<file path="src/rtl/trigTimerPkg.sv">
`timescale 1ns/1ps
package trigTimerPkg;
  localparam int BYTE_W    = 8;
  localparam int CNT_W     = 2 * BYTE_W;
  localparam int PRE_SEL_W = 2;

  // control register bit positions
  localparam int CTL_RUN  = 0;
  localparam int CTL_EXT  = 1;
  localparam int CTL_NSYN = 2;
  localparam int CTL_PRE  = 4;
  localparam int CTL_RW16 = 7;
  localparam logic [BYTE_W-1:0] CTL_MASK = 8'hB7;

  typedef enum logic [1:0] {
    ADDR_CTRL = 2'd0,
    ADDR_LO   = 2'd1,
    ADDR_HI   = 2'd2,
    ADDR_IRQ  = 2'd3
  } regAddr_e;

  typedef struct packed {
    logic                 run;
    logic                 extSel;
    logic                 syncDis;
    logic [PRE_SEL_W-1:0] preSel;
  } tmrCfg_t;

  typedef struct packed {
    logic              wrLo;
    logic              wrHi;
    logic              wrFull;
    logic              preClr;
    logic [BYTE_W-1:0] wrData;
    logic [BYTE_W-1:0] hiBuf;
  } cntStrobe_t;
endpackage

</file>
<file path="src/rtl/trigTimerPrescaler.sv">
`timescale 1ns/1ps
module trigTimerPrescaler #(
  parameter int SEL_W = 2
) (
  input  logic             clk,
  input  logic             rstN,
  input  logic             srcPulse,
  input  logic             clr,
  input  logic [SEL_W-1:0] sel,
  output logic             advance
);
  localparam int DIV_W = (1 << SEL_W) - 1;

  generate
    if (DIV_W == 0) begin : gNoDiv
      assign advance = srcPulse;
    end else begin : gDiv
      logic [DIV_W-1:0] preCnt;
      logic [DIV_W-1:0] divMask;
      logic             atTerm;

      assign divMask = ~({DIV_W{1'b1}} << sel);
      assign atTerm  = (preCnt == divMask);
      assign advance = srcPulse && atTerm;

      always_ff @(posedge clk or negedge rstN) begin
        if (!rstN)         preCnt <= '0;
        else if (clr)      preCnt <= '0;
        else if (srcPulse) preCnt <= atTerm ? '0 : preCnt + 1'b1;
      end

      // a restart means no step on the next edge unless dividing by one
      assert_pre_restart_R12: assert property (@(posedge clk) disable iff (!rstN)
        clr |=> (sel == '0 || !advance));
    end
  endgenerate
endmodule

</file>
<file path="src/rtl/trigTimerDatapath.sv">
`timescale 1ns/1ps
module trigTimerDatapath
  import trigTimerPkg::*;
#(
  parameter int SYNC_STAGES = 2
) (
  input  logic             clk,
  input  logic             rstN,
  input  logic             tickEn,
  input  logic             extClk,
  input  logic             cmpEvent,
  input  tmrCfg_t          cfg,
  input  cntStrobe_t       strobe,
  output logic [CNT_W-1:0] cntVal,
  output logic             ovfPulse
);
  logic [SYNC_STAGES:0] syncChain;
  logic extRise, srcPulse, advance, anyWr, trigOk;

  always_ff @(posedge clk or negedge rstN) begin
    if (!rstN) syncChain <= '0;
    else       syncChain <= {syncChain[SYNC_STAGES-1:0], extClk};
  end
  assign extRise  = syncChain[SYNC_STAGES-1] && !syncChain[SYNC_STAGES];
  assign srcPulse = cfg.run && (cfg.extSel ? extRise : tickEn);

  trigTimerPrescaler #(.SEL_W(PRE_SEL_W)) preI (
    .clk(clk), .rstN(rstN), .srcPulse(srcPulse),
    .clr(strobe.preClr), .sel(cfg.preSel), .advance(advance));

  assign anyWr  = strobe.wrLo || strobe.wrHi || strobe.wrFull;
  assign trigOk = cmpEvent && !(cfg.extSel && cfg.syncDis);

  always_ff @(posedge clk or negedge rstN) begin
    if (!rstN) cntVal <= '0;
    else if (anyWr) begin
      if (strobe.wrFull)    cntVal <= {strobe.hiBuf, strobe.wrData};
      else if (strobe.wrLo) cntVal[BYTE_W-1:0] <= strobe.wrData;
      else                  cntVal[CNT_W-1:BYTE_W] <= strobe.wrData;
    end
    else if (trigOk)  cntVal <= '0;
    else if (advance) cntVal <= cntVal + 1'b1;
  end

  assign ovfPulse = advance && !anyWr && !trigOk && (cntVal == {CNT_W{1'b1}});

  assert_step_R2: assert property (@(posedge clk) disable iff (!rstN)
    (advance && !anyWr && !trigOk) |=> cntVal == $past(cntVal) + 1'b1);
  assert_trig_clear_R5: assert property (@(posedge clk) disable iff (!rstN)
    (trigOk && !anyWr) |=> cntVal == '0);
  assert_write_wins_R6: assert property (@(posedge clk) disable iff (!rstN)
    (cmpEvent && strobe.wrFull) |=> cntVal == $past({strobe.hiBuf, strobe.wrData}));
  assert_unsync_ignore_R7: assert property (@(posedge clk) disable iff (!rstN)
    (cfg.extSel && cfg.syncDis && !anyWr && !advance) |=> $stable(cntVal));
  assert_hold_R9: assert property (@(posedge clk) disable iff (!rstN)
    (!cfg.run && !anyWr && !trigOk) |=> $stable(cntVal));
endmodule

</file>
<file path="src/rtl/trigTimerCtrl.sv">
`timescale 1ns/1ps
module trigTimerCtrl
  import trigTimerPkg::*;
(
  input  logic              clk,
  input  logic              rstN,
  input  logic [1:0]        busAddr,
  input  logic              busWrEn,
  input  logic [BYTE_W-1:0] busWrData,
  input  logic              busRdEn,
  output logic [BYTE_W-1:0] busRdData,
  input  logic [CNT_W-1:0]  cntVal,
  input  logic              ovfPulse,
  output tmrCfg_t           cfg,
  output cntStrobe_t        strobe,
  output logic              irqOut
);
  regAddr_e          addrE;
  logic [BYTE_W-1:0] ctrlReg, hiWrBuf, hiRdBuf;
  logic              ovfFlag, irqEn, rw16, ctrlWr, irqWr;

  assign addrE  = regAddr_e'(busAddr);
  assign rw16   = ctrlReg[CTL_RW16];
  assign ctrlWr = busWrEn && addrE == ADDR_CTRL;
  assign irqWr  = busWrEn && addrE == ADDR_IRQ;

  assign cfg.run     = ctrlReg[CTL_RUN];
  assign cfg.extSel  = ctrlReg[CTL_EXT];
  assign cfg.syncDis = ctrlReg[CTL_NSYN];
  assign cfg.preSel  = ctrlReg[CTL_PRE +: PRE_SEL_W];

  assign strobe.wrLo   = busWrEn && addrE == ADDR_LO && !rw16;
  assign strobe.wrFull = busWrEn && addrE == ADDR_LO && rw16;
  assign strobe.wrHi   = busWrEn && addrE == ADDR_HI && !rw16;
  assign strobe.preClr = ctrlWr || strobe.wrLo || strobe.wrFull || strobe.wrHi;
  assign strobe.wrData = busWrData;
  assign strobe.hiBuf  = hiWrBuf;

  always_ff @(posedge clk or negedge rstN) begin
    if (!rstN) begin
      ctrlReg <= '0;
      hiWrBuf <= '0;
      hiRdBuf <= '0;
      ovfFlag <= 1'b0;
      irqEn   <= 1'b0;
    end else begin
      if (ctrlWr) ctrlReg <= busWrData & CTL_MASK;
      if (busWrEn && addrE == ADDR_HI && rw16) hiWrBuf <= busWrData;
      if (busRdEn && addrE == ADDR_LO && rw16) hiRdBuf <= cntVal[CNT_W-1:BYTE_W];
      if (ovfPulse)   ovfFlag <= 1'b1;
      else if (irqWr) ovfFlag <= busWrData[0];
      if (irqWr) irqEn <= busWrData[1];
    end
  end

  always_comb begin
    unique case (addrE)
      ADDR_CTRL: busRdData = ctrlReg;
      ADDR_LO:   busRdData = cntVal[BYTE_W-1:0];
      ADDR_HI:   busRdData = rw16 ? hiRdBuf : cntVal[CNT_W-1:BYTE_W];
      default:   busRdData = {{(BYTE_W-2){1'b0}}, irqEn, ovfFlag};
    endcase
  end

  assign irqOut = ovfFlag && irqEn;

  // hardware only raises the flag on a wrap out of 0xFFFF
  assert_flag_from_wrap_R3: assert property (@(posedge clk) disable iff (!rstN)
    ($rose(ovfFlag) && !$past(irqWr)) |-> $past(cntVal) == {CNT_W{1'b1}});
  // with the enable off and untouched, no interrupt appears
  assert_irq_gated_R4: assert property (@(posedge clk) disable iff (!rstN)
    (!irqEn && !irqWr) |=> !irqOut);
  // a high-byte write in 16-bit mode never touches the counter directly
  assert_hi_buffered_R10: assert property (@(posedge clk) disable iff (!rstN)
    (busWrEn && addrE == ADDR_HI && rw16) |-> !(strobe.wrHi || strobe.wrLo || strobe.wrFull));
endmodule

</file>
<file path="src/rtl/trigTimer16.sv">
`timescale 1ns/1ps
module trigTimer16
  import trigTimerPkg::*;
#(
  parameter int SYNC_STAGES = 2
) (
  input  logic              clk,
  input  logic              rstN,
  input  logic              tickEn,
  input  logic              extClk,
  input  logic              cmpEvent,
  input  logic [1:0]        busAddr,
  input  logic              busWrEn,
  input  logic [BYTE_W-1:0] busWrData,
  input  logic              busRdEn,
  output logic [BYTE_W-1:0] busRdData,
  output logic              irqOut
);
  tmrCfg_t          cfg;
  cntStrobe_t       strobe;
  logic [CNT_W-1:0] cntVal;
  logic             ovfPulse;

  trigTimerCtrl ctrlI (
    .clk(clk), .rstN(rstN), .busAddr(busAddr), .busWrEn(busWrEn),
    .busWrData(busWrData), .busRdEn(busRdEn), .busRdData(busRdData),
    .cntVal(cntVal), .ovfPulse(ovfPulse), .cfg(cfg), .strobe(strobe),
    .irqOut(irqOut));

  trigTimerDatapath #(.SYNC_STAGES(SYNC_STAGES)) dpI (
    .clk(clk), .rstN(rstN), .tickEn(tickEn), .extClk(extClk),
    .cmpEvent(cmpEvent), .cfg(cfg), .strobe(strobe),
    .cntVal(cntVal), .ovfPulse(ovfPulse));
endmodule

</file>
<file path="config.mk">
export PLATFORM = sky130hd
export DESIGN_NAME = trigTimer16
export DESIGN_NICKNAME = d
export VERILOG_FILES = /design/src/rtl/trigTimerPkg.sv /design/src/rtl/trigTimerPrescaler.sv /design/src/rtl/trigTimerDatapath.sv /design/src/rtl/trigTimerCtrl.sv /design/src/rtl/trigTimer16.sv
export SDC_FILE = /design/constraint.sdc
export NUM_CORES = 1
export LEC_CHECK = 0
export ABC_AREA = 1
export BUFFER_PORTS_ARGS = -buffer_cell sky130_fd_sc_hd__buf_4
export CAP_MARGIN = 25
export CORE_ASPECT_RATIO = 2
export CORE_MARGIN = 10
export CORE_UTILIZATION = 55
export CTS_CLUSTER_SIZE = 16
export DETAILED_ROUTE_END_ITERATION = 10
export HOLD_SLACK_MARGIN = 0.06
export PLACE_DENSITY = 0.72
export SLEW_MARGIN = 20
export SYNTH_ARGS = -nofsm -noshare
export SYNTH_HDL_FRONTEND = slang
export SYNTH_HIERARCHICAL = 1
export SYNTH_SLANG_ARGS = --single-unit
</file>
<file path="constraint.sdc">
create_clock -name clk -period 2.3 [get_ports clk]
set_input_delay 0.46 -clock clk [delete_from_list [all_inputs] [get_ports clk]]
set_output_delay 0.46 -clock clk [all_outputs]
set_load 0.01 [all_outputs]
</file>
After elaboration in Yosys (flattened, before gate mapping):

Index checks and enable logic that the tools add are counted.

* bits in registers: 46

* multiplexer cells: 14
* equal/unequal tests: 7
* reduce and logical (&&, ||, !) cells: 35
* $add $sub $neg: 2
* shift-type cells: 1
* bitwise logic cells: 1

Operators by type and width (number)
* 2-to-1 mux 16 bit: 4
* 2-to-1 mux 8 bit: 3
* one-hot mux 8 bit (3 select lines): 1
* logical AND 1 bit: 19
* adder 16 x 1 -> 16 bit (second input constant): 1
* equality test 16 bit (second input constant): 1
* 2-to-1 mux 3 bit: 3
* != test 3 bit (second input constant): 2
* logical NOT 1 bit: 5
* logical OR 1 bit: 5
* equality test 2 bit (second input constant): 2
* AND reduction 2 bit: 2
* nonzero test 2 bit: 2
* adder 3 x 1 -> 3 bit (second input constant): 1
* equality test 3 bit: 1
* 2-to-1 mux 1 bit: 3
* inverter 3 bit: 1
* nonzero test 3 bit: 1
* left shift 3 x 2 -> 3 bit (first input constant): 1
* equality test 2 x 1 -> 1 bit (second input constant): 1
* logical NOT 2 bit: 1

Longest topological paths before layout:

* depth after elaboration: 10
* depth in mapped cells: 14
* depth with buffers taken out: 13

Hierarchy:

The synthesis kept the hierarchy.

Modules (own cells, without submodules)
* trigTimerCtrl: times used 1, area an instance 1452.6 sq um, sequential area each 600.6 sq um, cells each 199
* trigTimerDatapath: times used 1, area an instance 1440.1 sq um, sequential area each 475.5 sq um, cells each 230
* trigTimerPrescaler: times used 1, area an instance 216.5 sq um, sequential area each 75.1 sq um, cells each 30

Least setup slack after synthesis:

OpenSTA, ideal clock, no wires.

* path kind: in2reg
* start: input busWrEn
* end: register dpI.cntVal[11]
* arrival time: 1826 ps
* setup time: 121 ps
* path buffers: 2
* slack: 353 ps
* data required time: 2179 ps
* cell stages on the path: 9
* cell sequence: buf_2 > inv_1 > nor3_1 > buf_2 > inv_1 > o211ai_1 > inv_1 > nor2_1 > a21oi_1

RTL lines
* start, declared: line trigTimer16.sv:13 `input logic busWrEn,`
* end signal, assigned: line trigTimerDatapath.sv:37 `if (strobe.wrFull) cntVal <= {strobe.hiBuf, strobe.wrData};`
* end signal, assigned by index: line trigTimerDatapath.sv:38 `else if (strobe.wrLo) cntVal[BYTE_W-1:0] <= strobe.wrData;`
* end signal, assigned by index: line trigTimerDatapath.sv:39 `else cntVal[CNT_W-1:BYTE_W] <= strobe.wrData;`
* end, declared: line trigTimerDatapath.sv:14 `output logic [CNT_W-1:0] cntVal,`

==> results.toml <==
[critical_path]
path_cells = "buf_4, nor3_1, nor2_4, nand2_4, nor2_8, nand2_4, nand2_4, inv_2, nor2_1, a21oi_1"
regToRegSetupSlack_ps = 300
critPathLaunch = "ctrlI/ctrlReg[7]"
crit_type = "flip-flop to flip-flop"
arrival_ps = 2220
required_ps = 2520
worst_path_largest_cell_delay_ps = 420
crit_top_cell = "nand2_4"
worstPathMaxFanout = 19
path_buf_inv = 2
cpMaxStageDelayCell = "dfrtp_1"
cp-start-kind = "flip-flop"
crit_family = "simple AND/OR/NAND/NOR gates"
timing.rr.start = "ctrlI/ctrlReg[7]"
cp-end-kind = "flip-flop"

[synth]
syn-num-nets = 478
ys.warnings.count = 6
synth.cell_area_um2 = 3110
synth_edf_count = 0
ys_types = 34
async_flop_share = 1.00
yosys_most_used_dff = "dfrtp_1"
postSynthAreaPerCell_um2 = 6.77
postSynthCellCount = 459
yosysSeqAreaShare = 0.370
ys_ff_latch = 46

[pwr]
netSwitchingFraction = 0.401
power.leakage_nw = 1.80
p_int_mw = 1.62
clock_power_share = 0.189
vdd_drop_max_v = 0.000690
powerDensity_nw_per_um2 = 811
comb_power_share = 0.321
p_switching_mw = 1.08
seqPwrFrac = 0.490

[clock_tree]
cts_buffer_depth = 2
cts_root_buffer = "clkbuf_8"
cts_sinks = 46
clk_latency_ps = 300
tritoncts = "done"
ctsResizeCount = 0
cts_buffers = 5
cts_hold_buf = 0
path_clk_slew_ps = 80
postCtsSetupRepairBufs = 0
htreeDepth = 2

[detailed_routing]
initialDrtViolationCount = 227
ant_nets = 0
wl_per_cell_um = 15.4
vias = 2929
drc_errors = 0
wirelength_um = 8260
via_per_inst = 5.47
dr.pass1.iters = 4

[global_route]
grt_max_degree = 47
grt_antenna_before_repair = 0
overflow = 0
grt_pass1_wl_um = 13700
track_usage = 0.186
grt_pass1_vias = 2878

[layout]
drive_gt1_frac = 0.137
num_antenna_cells = 0
fin_cells = 535
area_growth_pct = 7.08
nNetsFinal = 493

[floorplan]
coreArea_um2 = 5470
design.die.area_um2 = 9240
pin_count = 26
fp.dieW_um = 73.2
dieHeight_um = 126
row_count = 38
start_util = 0.569

[job]
max_cap_viol_count = 0

[placement]
io_buffers = 25
place_congestion = 0.948
dpl.hpwl_um = 6490
placed_cells = 527

[sta]
rsz0062_at_grt = "false"
period_share = 0.870
tightest_slew_ps = 586
setup_tns_ps = 0
finalHoldViolations = 0
fmax_mhz = 500
slew_violations = 0
skew_ps = 13.4
max-slew-margin-rel = 0.609
finalCriticalPeriod_ps = 2000
setup_viol = 0

[worst_hold_path]
hold_path.class = "input port to asynchronous set/reset pin"

[status]
status = "completed"
-- stage by stage --
step	hold WS, ps	cell area (um^2)	power, mW	util	setup WS, ps
3_3_place_gp	339	3240	2.18	0.592	292
4_1_cts	174	3330	2.72	0.609	303
3_5_place_dp	339	3240	2.21	0.592	242
5_1_grt	185	3330	2.91	0.609	152
2_1_floorplan	164	3110	1.89	-	353
6_report	146	3330	2.70	0.609	300
-- layout by cell type (no fill, tap or decap), drive strengths merged --
| master | count |
|---|---|
| o211ai | 4 |
| nand3b | 1 |
| nand2 | 187 |
| a22oi | 1 |
| o21ai | 19 |
| nand3 | 39 |
| a31oi | 1 |
| nor4 | 1 |
| a21oi | 11 |
| inv | 51 |
| nand4 | 18 |
| clkbuf | 7 |
| or2 | 6 |
| dfrtp | 46 |
| xnor2 | 1 |
| buf | 33 |
| nor3 | 2 |
| clkinv | 2 |
| ha | 2 |
| o22ai | 2 |
| nor2 | 40 |
| o21bai | 1 |
-- cells by family after synthesis --
logic type	Yosys count	share of synthesized area
flip-flops	46	0.370
AO/OA/AOI/OAI	39	0.0700
adder cells (fa/ha/maj)	2	0.00805
AND/OR/NAND/NOR	294	0.424
buffers and inverters	77	0.125
XOR/XNOR	1	0.00282
-- cell type report --
cell class,count,area [um^2]
clock buffer,7,86.3
multi-input combinational,336,1570
tap,60,75.1
fill,532,2140
sequential,46,1150
timing repair buffer,33,248
inverter,52,195
clock inverter,1,5.00
-- layer usage --
| metal | GRT usage | vias to the layer above | part of all wire |
|---|---|---|---|
| li1 | - | 1479 | - |
| met1 | 0.189 | 1353 | 0.36 |
| met2 | 0.329 | 69 | 0.54 |
| met3 | 0.0336 | 28 | 0.050 |
| met4 | 0.118 | 0 | 0.055 |
| met5 | 0 | - | 0 |
-- final timing paths --
check                                    to  cells past startpoint
min reg2reg                dpI/syncChain[1]                      0
max                          dpI/cntVal[12]                     10
min                        ctrlI/ctrlReg[4]                      1
max reg2reg                  dpI/cntVal[12]                     10
max in group asynchronous    dpI/cntVal[15]                      1
min in group clk           dpI/syncChain[0]                      1
-- synthesized netlist by cell type, types with 5 or more instances --
cell / n / area (um^2)
nand4_1: 18 / 113
nand2_1: 182 / 683
o21ai_0: 14 / 70.1
a21oi_1: 10 / 50.1
buf_2: 5 / 25.0
inv_2: 5 / 18.8
buf_6: 6 / 67.6
buf_4: 13 / 97.6
or2_2: 6 / 37.5
nand3_1: 36 / 180
nor2_1: 35 / 131
o21ai_1: 5 / 25.0
inv_1: 46 / 173
dfrtp_1: 46 / 1150
-- flip-flops by register name, indices dropped and copies added, names as in the netlist --
name and cells:
dpI/cntVal 16, ctrlI/hiRdBuf 8, ctrlI/hiWrBuf 8, ctrlI/ctrlReg 6
dpI/preI/gDiv.preCnt 3, dpI/syncChain 3, ctrlI/irqEn 1, ctrlI/ovfFlag 1
-- power groups by stage --
stage / clock network [mW] / logic [mW] / registers [mW]
final: 0.510 / 0.867 / 1.32
after global routing: 0.556 / 1.00 / 1.36
after CTS: 0.530 / 0.872 / 1.32
after detailed placement: 0 / 0.869 / 1.34
after global placement: 0 / 0.851 / 1.33
after floorplan: 0 / 0.677 / 1.22
-- worst reg2reg max path, stage by stage, from the launching register on --
cell and delay (ps):
dfrtp_1 420, buf_4 220, nor3_1 400, nor2_4 100
nand2_4 180, nor2_8 110, nand2_4 100, nand2_4 90
inv_2 130, nor2_1 60, a21oi_1 130
Note: power is estimated with default switching activity, not from simulation.
